### src/rtl/crc16_order_engine.sv
module crc16_order_engine #(
  parameter int          CNT_W = 10,
  parameter logic [15:0] POLY  = 16'h1021
) (
  input  logic        clk,
  input  logic        rst_n,
  input  logic        req,
  input  logic        wr,
  input  logic [3:0]  addr,
  input  logic [31:0] wdata,
  output logic [31:0] rdata,
  output logic        ready,
  output logic        busy
);
  localparam logic [3:0] OFF_CTRL = 4'h0;
  localparam logic [3:0] OFF_DATA = 4'h4;
  localparam logic [3:0] OFF_RSLT = 4'h8;
  localparam int         BYTES    = 4;
  localparam int         IDX_W    = $clog2(BYTES);

  logic [15:0]      seed_q, crc_q;
  logic [CNT_W-1:0] rem_q;
  logic             le_q, lsb_q, busy_q;
  logic [31:0]      word_q;
  logic [IDX_W-1:0] idx_q;
  logic [7:0]       cur_byte;
  logic [15:0]      crc_nxt;
  logic [31:0]      ctrl_view;

  wire data_wr  = req && wr && addr == OFF_DATA;
  wire ctrl_wr  = req && wr && addr == OFF_CTRL;
  wire data_acc = data_wr && !busy_q;

  assign ready = !(data_wr && busy_q);
  assign busy  = busy_q;

  always_comb begin
    logic [IDX_W-1:0] sel;
    logic [7:0]       raw;
    sel = le_q ? idx_q : ~idx_q;
    raw = word_q[8*int'(sel) +: 8];
    for (int i = 0; i < 8; i++)
      cur_byte[i] = lsb_q ? raw[7-i] : raw[i];
  end

  always_comb begin
    crc_nxt = crc_q ^ {cur_byte, 8'h00};
    for (int i = 0; i < 8; i++)
      crc_nxt = crc_nxt[15] ? ((crc_nxt << 1) ^ POLY) : (crc_nxt << 1);
  end

  always_ff @(posedge clk or negedge rst_n) begin
    if (!rst_n) begin
      seed_q <= '0;
      crc_q  <= '0;
      rem_q  <= '0;
      le_q   <= 1'b0;
      lsb_q  <= 1'b0;
      busy_q <= 1'b0;
      word_q <= '0;
      idx_q  <= '0;
    end else if (ctrl_wr) begin
      seed_q <= wdata[15:0];
      crc_q  <= wdata[15:0];
      rem_q  <= wdata[16 +: CNT_W];
      le_q   <= wdata[28];
      lsb_q  <= wdata[29];
      busy_q <= 1'b0;
      idx_q  <= '0;
    end else if (data_acc) begin
      word_q <= wdata;
      idx_q  <= '0;
      busy_q <= rem_q != '0;
    end else if (busy_q) begin
      crc_q <= crc_nxt;
      rem_q <= rem_q - 1'b1;
      idx_q <= idx_q + 1'b1;
      if (idx_q == IDX_W'(BYTES - 1) || rem_q == CNT_W'(1))
        busy_q <= 1'b0;
    end
  end

  always_comb begin
    ctrl_view             = '0;
    ctrl_view[15:0]       = seed_q;
    ctrl_view[16 +: CNT_W] = rem_q;
    ctrl_view[28]         = le_q;
    ctrl_view[29]         = lsb_q;
  end

  always_comb begin
    case (addr)
      OFF_CTRL: rdata = ctrl_view;
      OFF_DATA: rdata = word_q;
      OFF_RSLT: rdata = {16'h0000, crc_q};
      default:  rdata = '0;
    endcase
  end

  AST_CTRL_ABORTS: assert property (@(posedge clk) disable iff (!rst_n)
    ctrl_wr |=> !busy) else $error("control write left busy high");
  AST_IDLE_CRC_HOLD: assert property (@(posedge clk) disable iff (!rst_n)
    (!busy_q && !ctrl_wr) |=> $stable(crc_q)) else $error("crc moved while idle");
  AST_BUSY_FROM_WRITE: assert property (@(posedge clk) disable iff (!rst_n)
    $rose(busy_q) |-> $past(data_wr)) else $error("busy rose without data write");
  AST_STOP_AT_ZERO: assert property (@(posedge clk) disable iff (!rst_n)
    (rem_q == '0) |-> !busy_q) else $error("busy with no bytes left");
  AST_IDLE_READY: assert property (@(posedge clk) disable iff (!rst_n)
    !busy_q |-> ready) else $error("ready low while idle");
  AST_RESULT_UPPER_ZERO: assert property (@(posedge clk) disable iff (!rst_n)
    (addr == OFF_RSLT) |-> rdata[31:16] == 16'h0000) else $error("result upper bits set");
endmodule

### config.mk
export PLATFORM = sky130hd
export DESIGN_NAME = crc16_order_engine
export DESIGN_NICKNAME = d
export VERILOG_FILES = /design/src/rtl/crc16_order_engine.sv
export SDC_FILE = /design/constraint.sdc
export NUM_CORES = 1
export LEC_CHECK = 0
export ABC_AREA = 1
export BUFFER_PORTS_ARGS = -buffer_cell sky130_fd_sc_hd__buf_2
export CAP_MARGIN = 10
export CORE_MARGIN = 4
export CORE_UTILIZATION = 40
export CTS_CLUSTER_DIAMETER = 200
export CTS_CLUSTER_SIZE = 24
export DETAILED_ROUTE_END_ITERATION = 8
export PLACE_DENSITY = 0.65
export SLEW_MARGIN = 25
export SYNTH_ARGS = -nofsm -noshare
export SYNTH_HDL_FRONTEND = slang
export SYNTH_SLANG_ARGS = --single-unit
export TNS_END_PERCENT = 50
### constraint.sdc
create_clock -name clk -period 2.04 [get_ports clk]
set_clock_uncertainty 0.2 [all_clocks]
set_input_delay 0.204 -clock clk [delete_from_list [all_inputs] [get_ports clk]]
set_output_delay 0.204 -clock clk [all_outputs]
set_load 0.05 [all_outputs]
==> flow_summary.yaml, run 1 <==
detailed_routing:
  vias: 5403
  routedWlPerCell_um: 17.35
  antenna_left: 0
  firstDrtPassIters: 5
  drc: 0
  avgViaCountPerCell: 5.513
  drt_iter0_markers: 457
  routed_wl_mm: 17.00
logic_synthesis:
  synthesis.area_mm2: 0.004936
  synth_top_area_frac: 0.4005
  yosysSeqAreaShare: 0.4005
  postSynthAreaPerCell_um2: 7.227
  synth.distinct_cells: 35
  syn-num-nets: 726
  yosys-top-cells-count: "nand2_1 (193), nand3_1 (127), inv_1 (84), dfrtp_1 (79), o21ai_0 (64)"
  yosysMostFrequentCell: "nand2_1"
  netlist_instances: 683
  synth_seq_cells: 79
  yosysTopAreaCell: "dfrtp_1"
  synth-edff-count: 0
  synth-async-reset-ratio: 1.000
  synth_top_flop_cell: "dfrtp_1"
  ys_warn_count: 0
  synthTopCellsByArea: "dfrtp_1 (40%), nand2_1 (15%), nand3_1 (13%)"
pwr:
  p_per_area_mw_per_mm2: 1440
  power_leakage_nw: 3.304
  irDropWorstVdd_v: 0.0006812
  p_total_w: 0.009937
global_route:
  use_met1: 0.3163
  grt_use_total: 0.2425
  grt_max_degree: 46
  grt_pass1_wl_mm: 27.30
  grt_pass1_vias: 5294
  antenna_found_initial: 0
  grtUsageMet2: 0.4083
  busiest_layer: "met2"
  overflow: 0
  met3_usage: 0.04131
sta:
  hold-worst-slack_ns: 0.09322
  layout_setup_ws_ns: -0.09569
  finalHoldViolations: 0
  min_period_ns: 2.136
  max_slew.worst_pin.slew_ns: 0.4811
  max_freq_mhz: 468.2
  finalCritPeriodShare: 1.047
  slew_viol_final: 0
  finalSetupViolCount: 15
  max_slew_margin: 0.6763
  grt_setup_unrepaired: "true"
floorplan:
  die_y_um: 119.1
  dieArea_mm2: 0.01418
  core_area_mm2: 0.01206
  start_util: 0.4092
  fp-row-count: 40
  ios: 74
  die_w_um: 119.1
layout:
  final_util: 0.5720
  final_cells: 980
  fin_area_mm2: 0.006899
  drive_above_1_share: 0.2833
  nNetsFinal: 852
  syn_to_final_growth_pct: 39.77
  antenna_cells: 0
place:
  placed_cell_area_mm2: 0.005674
  gp_congestion: 0.9621
  hpwl_mm: 11.76
  placed_cells: 923
  port_buffers: 73
clocking:
  cts_buffer_depth: 2
  cts_tree: "yes"
  root_buffer: "clkbuf_16"
  clk_latency_ns: 0.34
  htree_levels: 3
  path_clk_slew_ns: 0.06
  cts_made_buffers: 9
  cts.sinks: 79
worst_setup_path:
  crit_type: "reg -> reg"
  path_max_fanout: 3
  rr_endpoint: "crc_q[15]"
  worstReg2RegStart: "idx_q[0]"
  r2r_setup_slack_ns: -0.1
  cp.arrival_ns: 2.17
  ff2ff_path_depth: 13
  critPathLaunchType: "flip-flop"
  required_ns: 2.07
  cp-end-kind: "flip-flop"
status:
  outcome: "finished, violations left"
  violations: "setup timing"
run:
  max_cap_viol_count: 0
hold_path:
  hold_class: "in -> async"
-- worst max path at each step --
| stage | from | endpoint | slack (ns) |
|---|---|---|---|
| 6_report | idx_q[0] | crc_q[15] | -0.1 |
| 5_1_grt | le_q | crc_q[8] | -0.16 |
| 4_1_cts | le_q | crc_q[13] | 0.002 |
| 3_5_place_dp | le_q | crc_q[8] | -0.13 |
| 3_3_place_gp | le_q | crc_q[8] | -0.07 |
| 2_1_floorplan | addr[1] | rdata[10] | -0.15 |
-- metal layers --
layer	share of wire	vias to the layer above
met5	0	-
met3	0.054	23
met4	0.017	0
met2	0.50	158
met1	0.43	2688
li1	-	2534
-- area by class of cell --
cell class	instances	area [µm²]
tap	168	210.2
sequential	79	1979
fill	1083	5162
clock buffer	13	260.3
clock inverter	1	5.005
multi-input combinational	485	2927
timing repair buffer	142	1147
inverter	92	370.4
-- report_power, final --
part           switching [W]  internal [W]
Clock               0.000634      0.000876
Sequential          0.000471       0.00215
Combinational        0.00372       0.00208
-- worst max-delay path: stages (launching register included) --
cell and delay (ns):
dfrtp_2 0.47, buf_6 0.16, nand2_8 0.08, buf_4 0.16, nand3_1 0.11, nand3_1 0.17
nand3_2 0.15, nand3_2 0.12, nand2_4 0.12, nand2_4 0.07, nand3_2 0.07, nand2_1 0.05
nand2_1 0.05, nand2_1 0.05
-- sequential cells by signal, summed over array words and instances, names as in the netlist --
register / count
rem_q: 10
idx_q: 2
seed_q: 16
crc_q: 16
lsb_q: 1
word_q: 32
le_q: 1
busy: 1
-- metrics by stage --
step / worst slack, ns / TNS [ns]
after floorplan: -0.1468 / -2.743
after global placement: -0.07292 / -0.1573
after detailed placement: -0.1301 / -0.8901
after CTS: 0.001924 / 0
after global routing: -0.1646 / -2.020
final: -0.09569 / -0.8535
-- placed cells by master (no fill, tap or decap), types with 2 or more instances in the layout --
master         count
nand2_1          165
nand3_1           87
inv_1             84
dfrtp_1           77
o21ai_0           63
buf_2             59
nand3_2           41
dlygate4sd3_1     33
nand2_2           31
buf_4             29
o221ai_1          21
clkbuf_16          9
nor2_1             8
nand2_4            8
xor2_1             8
buf_12             8
o22ai_1            7
o211ai_1           7
nand2_8            7
clkbuf_4           6
nand3_4            5
buf_6              5
o22ai_2            4
nor3_1             3
ha_1               3
nor2_4             2
clkinv_1           2
inv_2              2
o21bai_1           2
clkbuf_1           2
clkbuf_8           2
dfrtp_2            2
-- cell families after synthesis --
kind of cell | Yosys count | share of synthesized area
simple gates | 361 | 0.3318
buf+inv | 122 | 0.1087
compound gates | 109 | 0.1354
flops | 79 | 0.4005
xor+xnor | 9 | 0.01597
fa+ha+maj | 3 | 0.007605
-- what timing repair did --
action / CTS / global route
pin swaps: 14 / 28
hold buffers: 33 / 0
gates resized for setup: 41 / 89
buffers inserted: 6 / 0
endpoints found under the setup margin: 31 / 31
cloned: 3 / 1
endpoints found under the hold margin: 145 / 0
No activity file was read; power rests on OpenSTA's default activity.
==> run 2: changes to the inputs <==
TNS_END_PERCENT = 1   (was 50)
==> run 2 against run 1 <==
- the run still ends with setup timing left
- cell area fell by 4.3%
- power fell by 6.1%
- via count fell by 1.2%
- first-iteration DRC count rose by 11%
- non-clock buffer count rose by 1
- utilization fell by 2.5 points
- final cell count fell by 0.20%
- sequential power barely moved
- critical endpoint is now crc_q[5]
==> flow_summary.yaml, run 2 (synthesized netlist as in run 1, its figures left out) <==
sta:
  max_slew.worst_pin.slew_ns: 0.4749
  max_slew_margin: 0.6805
  finalHoldViolations: 0
  finalCritPeriodShare: 1.046
  fin_tns_setup_ns: -0.2096
  slew_viol_final: 0
  min_period_ns: 2.134
  grt_setup_unrepaired: "true"
  max_freq_mhz: 468.6
  layout_setup_ws_ns: -0.09406
  finalSetupViolCount: 4
floorplan:
  start_util: 0.4092
  dieArea_mm2: 0.01418
  fp-row-count: 40
  ios: 74
  core_area_mm2: 0.01206
  die_y_um: 119.1
  die_w_um: 119.1
worst_setup_path:
  worst_path_most_repeated_cell: "nand2_1"
  max_stage_delay_ns: 0.46
  crit_chain: "nand2_2 -> buf_8 -> nand3_2 -> nand2_1 -> nand2_1 -> nand3_1 -> nand3_1 -> nand2_1 -> nand2_1 -> nand2_1 -> nand2_1 -> nand3_1 -> nand2_1"
  critPathLaunchType: "flip-flop"
  cp.arrival_ns: 2.16
  cp-end-kind: "flip-flop"
  required_ns: 2.07
  ff2ff_path_depth: 13
  path_max_fanout: 11
  crit_type: "reg -> reg"
  worst_path_max_delay_cell: "dfrtp_2"
status:
  violations: "setup timing"
  outcome: "finished, violations left"
detailed_routing:
  routedWlPerCell_um: 16.75
  firstDrtPassIters: 5
  route.met3.wl_mm: 1.172
  wl_met1_mm: 6.898
  routed_wl_mm: 16.38
  vias: 5336
  drc: 0
  antenna_left: 0
  wl_met2_mm: 7.929
  top_layer: "met4"
  avgViaCountPerCell: 5.456
  drt_iter0_markers: 506
layout:
  largest_reg_flops: 32
  fill_cells: 1127
  largest_register: "word_q"
  final_cells: 978
  final_common_cell: "nand2_1"
  layout_common_cells: "nand2_1 (173), nand3_1 (96), inv_1 (84)"
  syn_to_final_growth_pct: 33.74
  reg.largest.list: "word_q: 32 flops, crc_q: 16 flops, seed_q: 16 flops"
  final_util: 0.5473
  antenna_cells: 0
  drive_above_1_share: 0.2556
  nNetsFinal: 851
clocking:
  cts_buffer_depth: 2
  cts_made_buffers: 9
  cts_tree: "yes"
  path_clk_slew_ns: 0.06
  clk_latency_ns: 0.34
  root_buffer: "clkbuf_16"
  htree_levels: 3
  cts.sinks: 79
place:
  port_buffers: 73
  hpwl_mm: 11.53
  gp_congestion: 0.9879
  placed_cells: 925
global_route:
  grt_max_degree: 54
  grt_pass1_vias: 5264
  grt_use_total: 0.2276
  overflow: 0
  grt_pass1_wl_mm: 25.91
  antenna_found_initial: 0
pwr:
  p_per_area_mw_per_mm2: 1413
  irDropWorstVdd_v: 0.0005068
  power_leakage_nw: 3.238
hold_path:
  hold_class: "in -> async"
run:
  max_cap_viol_count: 0
==> run 2: cell count changes in the layout (fill, tap and decap cells not counted), sizes merged <==
cell / delta
clkinv: -1
nand2: -2
clkbuf: +3
inv: +2
buf: -4
==> run 2: worst max-delay path: cells and delay by family (launching register included) <==
family | cells | cell delay, ns
and+or+nand+nor | 12 | 1.17
DFF | 1 | 0.46
buffers and inverters | 1 | 0.17
==> run 2: final cells by class <==
type	count	area (µm²)	area share
Multi-Input combinational cell	483	2671	0.4047
Sequential cell	79	1979	0.2998
Timing Repair Buffer	143	1135	0.1719
Inverter	92	352.8	0.05345
Clock buffer	11	242.7	0.03677
Tap cell	168	210.2	0.03184
Clock inverter	2	10.01	0.001516
==> run 2: metrics by stage <==
step	setup slack, ns	total power [W]	instance area [µm²]	hold slack, ns
after floorplan	-0.1468	0.005812	4936	-0.2916
after global placement	-0.03406	0.006963	5658	-0.04463
after detailed placement	-0.08755	0.007057	5658	-0.03362
after CTS	0.007134	0.008659	6284	0.1335
after global routing	-0.1469	0.009988	6601	0.1624
final	-0.09406	0.009327	6601	0.1265
==> run 2: timing repair <==
action                                 4_1_cts  5_1_grt
pin swaps                                    2        8
setup buffers                                1        4
endpoints found under the hold margin       97        0
gates cloned                                 0        2
hold buffers                                33        0
resized for setup                            9       74
setup endpoints to repair                   11       30
==> run 2: per-layer routing <==
layer / vias to the layer above / track usage
met3: 34 / 0.04748
met4: 0 / 0.07603
met2: 220 / 0.3822
met5: - / 0
met1: 2567 / 0.2918
li1: 2515 / -
==> run 2: path summary, 6_finish.rpt <==
check	to	slack, ns	startpoint
worst max-delay path	crc_q[5]	-0.09	idx_q[0]
worst min register to register	seed_q[4]	0.34	seed_q[4]
worst min-delay path	word_q[27]	0.13	rst_n
worst max register to register	crc_q[5]	-0.09	idx_q[0]
max in group asynchronous	word_q[5]	0.88	rst_n
min in group clk	rem_q[8]	0.22	wr
==> run 2: power breakdown <==
part	leakage, nW	internal [W]	switching [W]
combinational	2.19	0.00190	0.00336
clock	0.127	0.000833	0.000624
sequential	0.925	0.00215	0.000458
==> run 3: changes to the inputs <==
ABC_AREA = unset   (was 1)
CORE_MARGIN = 1.5   (was 4)
PLACE_DENSITY = 0.66   (was 0.65)
==> run 3 against run 2 <==
- the run still ends with setup timing left
- clock-buffer cell count increased by 2
- non-clock buffer count grew 53
- die area decreased by 10%
- register-to-register slack got worse by 0.46 ns
- sequential share of layout area shrank 0.41 points
- synthesized area is 2.2% lower
- global-route usage is 0.46 points higher
- combinational power down 17%
- critical path type unchanged
- critical endpoint is now crc_q[6]
- largest cell class unchanged
- largest power group unchanged
==> flow_summary.yaml, run 3 <==
status:
  outcome: "finished, violations left"
  violations: "setup timing"
worst_setup_path:
  worstReg2RegStart: "idx_q[1]"
  ff2ff_path_depth: 8
  startpoint: "idx_q[1]"
  endpoint: "crc_q[6]"
  rr_endpoint: "crc_q[6]"
  path_max_fanout: 7
  worst_path_max_delay_cell: "mux4_2"
  critPathLaunchType: "flip-flop"
  cp_num_cells: 8
  cp-end-kind: "flip-flop"
  r2r_setup_slack_ns: -0.56
  crit_type: "reg -> reg"
  crit_chain: "buf_6 -> mux4_2 -> mux2_4 -> mux2i_4 -> xor2_2 -> xnor2_2 -> mux2i_1 -> o311ai_1"
  max_stage_delay_ns: 0.49
  cp.arrival_ns: 2.62
  path_buf_inv: 1
  path_delay_family: "multiplexers"
  required_ns: 2.06
layout:
  largest_register: "word_q"
  syn_to_final_growth_pct: 38.72
  drive_above_1_share: 0.3784
  multi_input_area_mm2: 0.002774
  reg.largest.list: "word_q: 32 flops, crc_q: 16 flops, seed_q: 16 flops"
  fill_cells: 1002
  antenna_cells: 0
  nNetsFinal: 704
  largest_reg_flops: 32
  final-seq-area_mm2: 0.001981
  final_util: 0.5766
  layout_common_cells: "nand2_1 (94), buf_4 (82), dfrtp_1 (76)"
  final_common_cell: "nand2_1"
floorplan:
  ios: 74
  die_y_um: 112.9
  die_w_um: 112.9
  core_area_mm2: 0.01161
  dieArea_mm2: 0.01274
  start_util: 0.4156
  fp-row-count: 39
clocking:
  path_clk_slew_ns: 0.06
  cts_tree: "yes"
  cts.sinks: 79
  cts_made_buffers: 9
  clk_latency_ns: 0.35
  cts_buffer_depth: 2
  htree_levels: 3
  root_buffer: "clkbuf_16"
hold_path:
  hold_class: "in -> async"
logic_synthesis:
  postSynthAreaPerCell_um2: 9.932
  netlist_instances: 486
  yosys-top-cells-count: "nand2_1 (94), dfrtp_1 (79), mux2i_1 (49), o21ai_0 (37), mux2_2 (35)"
  syn-num-nets: 529
  synth_top_area_frac: 0.4095
  synth_seq_cells: 79
  synth.distinct_cells: 55
  synth-edff-count: 0
  yosysTopAreaCell: "dfrtp_1"
  synth-async-reset-ratio: 1.000
  ys_warn_count: 0
  yosysSeqAreaShare: 0.4095
  yosysMostFrequentCell: "nand2_1"
  synthesis.area_mm2: 0.004827
  synth_top_flop_cell: "dfrtp_1"
  synthTopCellsByArea: "dfrtp_1 (41%), mux2i_1 (10%), mux2_2 (8.2%)"
pwr:
  internal_power_w: 0.005310
  seq_power_share: 0.311
  power_frac_comb: 0.514
  switchingPower_w: 0.003236
  irDropWorstVdd_v: 0.0006018
  clock_power_share: 0.175
  swShare: 0.3787
  p_per_area_mw_per_mm2: 1276
  power_leakage_nw: 3.232
sta:
  slew_viol_final: 0
  finalSetupViolCount: 16
  finalCritPeriodShare: 1.273
  hold-worst-slack_ns: 0.1214
  layout_setup_ws_ns: -0.5575
  min_period_ns: 2.597
  max_freq_mhz: 385.0
  finalHoldViolations: 0
  grt_setup_unrepaired: "true"
  max_slew_margin: 0.7136
  max_slew.worst_pin.slew_ns: 0.4257
global_route:
  grt_pass1_vias: 4473
  overflow: 0
  antenna_found_initial: 0
  grt_max_degree: 38
  grt_use_total: 0.2322
  grt_pass1_wl_mm: 22.87
detailed_routing:
  avgViaCountPerCell: 5.255
  antenna_left: 0
  routedWlPerCell_um: 17.20
  firstDrtPassIters: 4
  vias: 4251
  drt_iter0_markers: 224
  drc: 0
  routed_wl_mm: 13.91
place:
  gp_congestion: 0.9542
  dp_slack_ns: -0.8125
  port_buffers: 73
  hpwl_mm: 10.24
run:
  max_cap_viol_count: 0
[run 3: cell type report]
class,instances,area share
multi-input cells,366,0.4142
flip-flops and latches,79,0.2958
repair buffers,196,0.2180
well taps,143,0.02672
inverters,9,0.005045
clock buffers,13,0.03737
clock inverters,3,0.002803
[run 3: worst min-delay path by stage]
stage           from    endpoint  cells after the start
2_1_floorplan  rst_n        busy                      0
3_3_place_gp   rst_n  word_q[30]                      1
3_5_place_dp   rst_n  word_q[12]                      1
4_1_cts        rst_n  word_q[30]                      2
5_1_grt        rst_n    crc_q[7]                      2
6_report       rst_n  word_q[30]                      2
[run 3: metrics by stage]
step	area [µm²]	setup TNS [ns]	total power, W	cells
floorplan	4822	-13.48	0.005269	486
global placement	5928	-9.798	0.006558	753
detailed placement	5928	-11.23	0.006669	753
CTS	6655	-7.950	0.008539	809
global route	6696	-9.803	0.009056	809
finish	6696	-7.978	0.008546	809
[run 3: per-layer routing]
metal  routed length [µm]  vias to the layer above  global-route usage
met5                    0                        -                   0
met4                  363                        0             0.08333
met3                  674                       25             0.05785
met2                 6884                      101              0.3927
met1                 5991                     2073              0.2903
li1                     -                     2052                   -
[run 3: power by group through the flow]
stage / clock (W) / sequential, W / combinational, W
6_report: 0.00149 / 0.00266 / 0.00439
5_1_grt: 0.00159 / 0.00273 / 0.00474
4_1_cts: 0.00153 / 0.00264 / 0.00437
3_5_place_dp: 0 / 0.00268 / 0.00399
3_3_place_gp: 0 / 0.00265 / 0.00390
2_1_floorplan: 0 / 0.00247 / 0.00280
[run 3: kinds of logic (layout without fill, tap and decap cells)]
kind of cell    Yosys count  in the layout  share of synthesized area
compound gates           65             65                    0.08321
simple gates            175            175                     0.1638
flops                    79             79                     0.4095
buf+inv                  41            221                    0.03862
xor+xnor                 23             23                    0.05262
mux                     100            100                     0.2444
fa+ha+maj                 3              3                   0.007777
[run 3: what timing repair did]
action / in CTS / in global routing
setup buffers: 7 / 0
pin swaps: 13 / 7
resized for setup: 16 / 8
hold buffers: 33 / 0
endpoints found under the setup margin: 16 / 18
hold endpoints to repair: 155 / 0
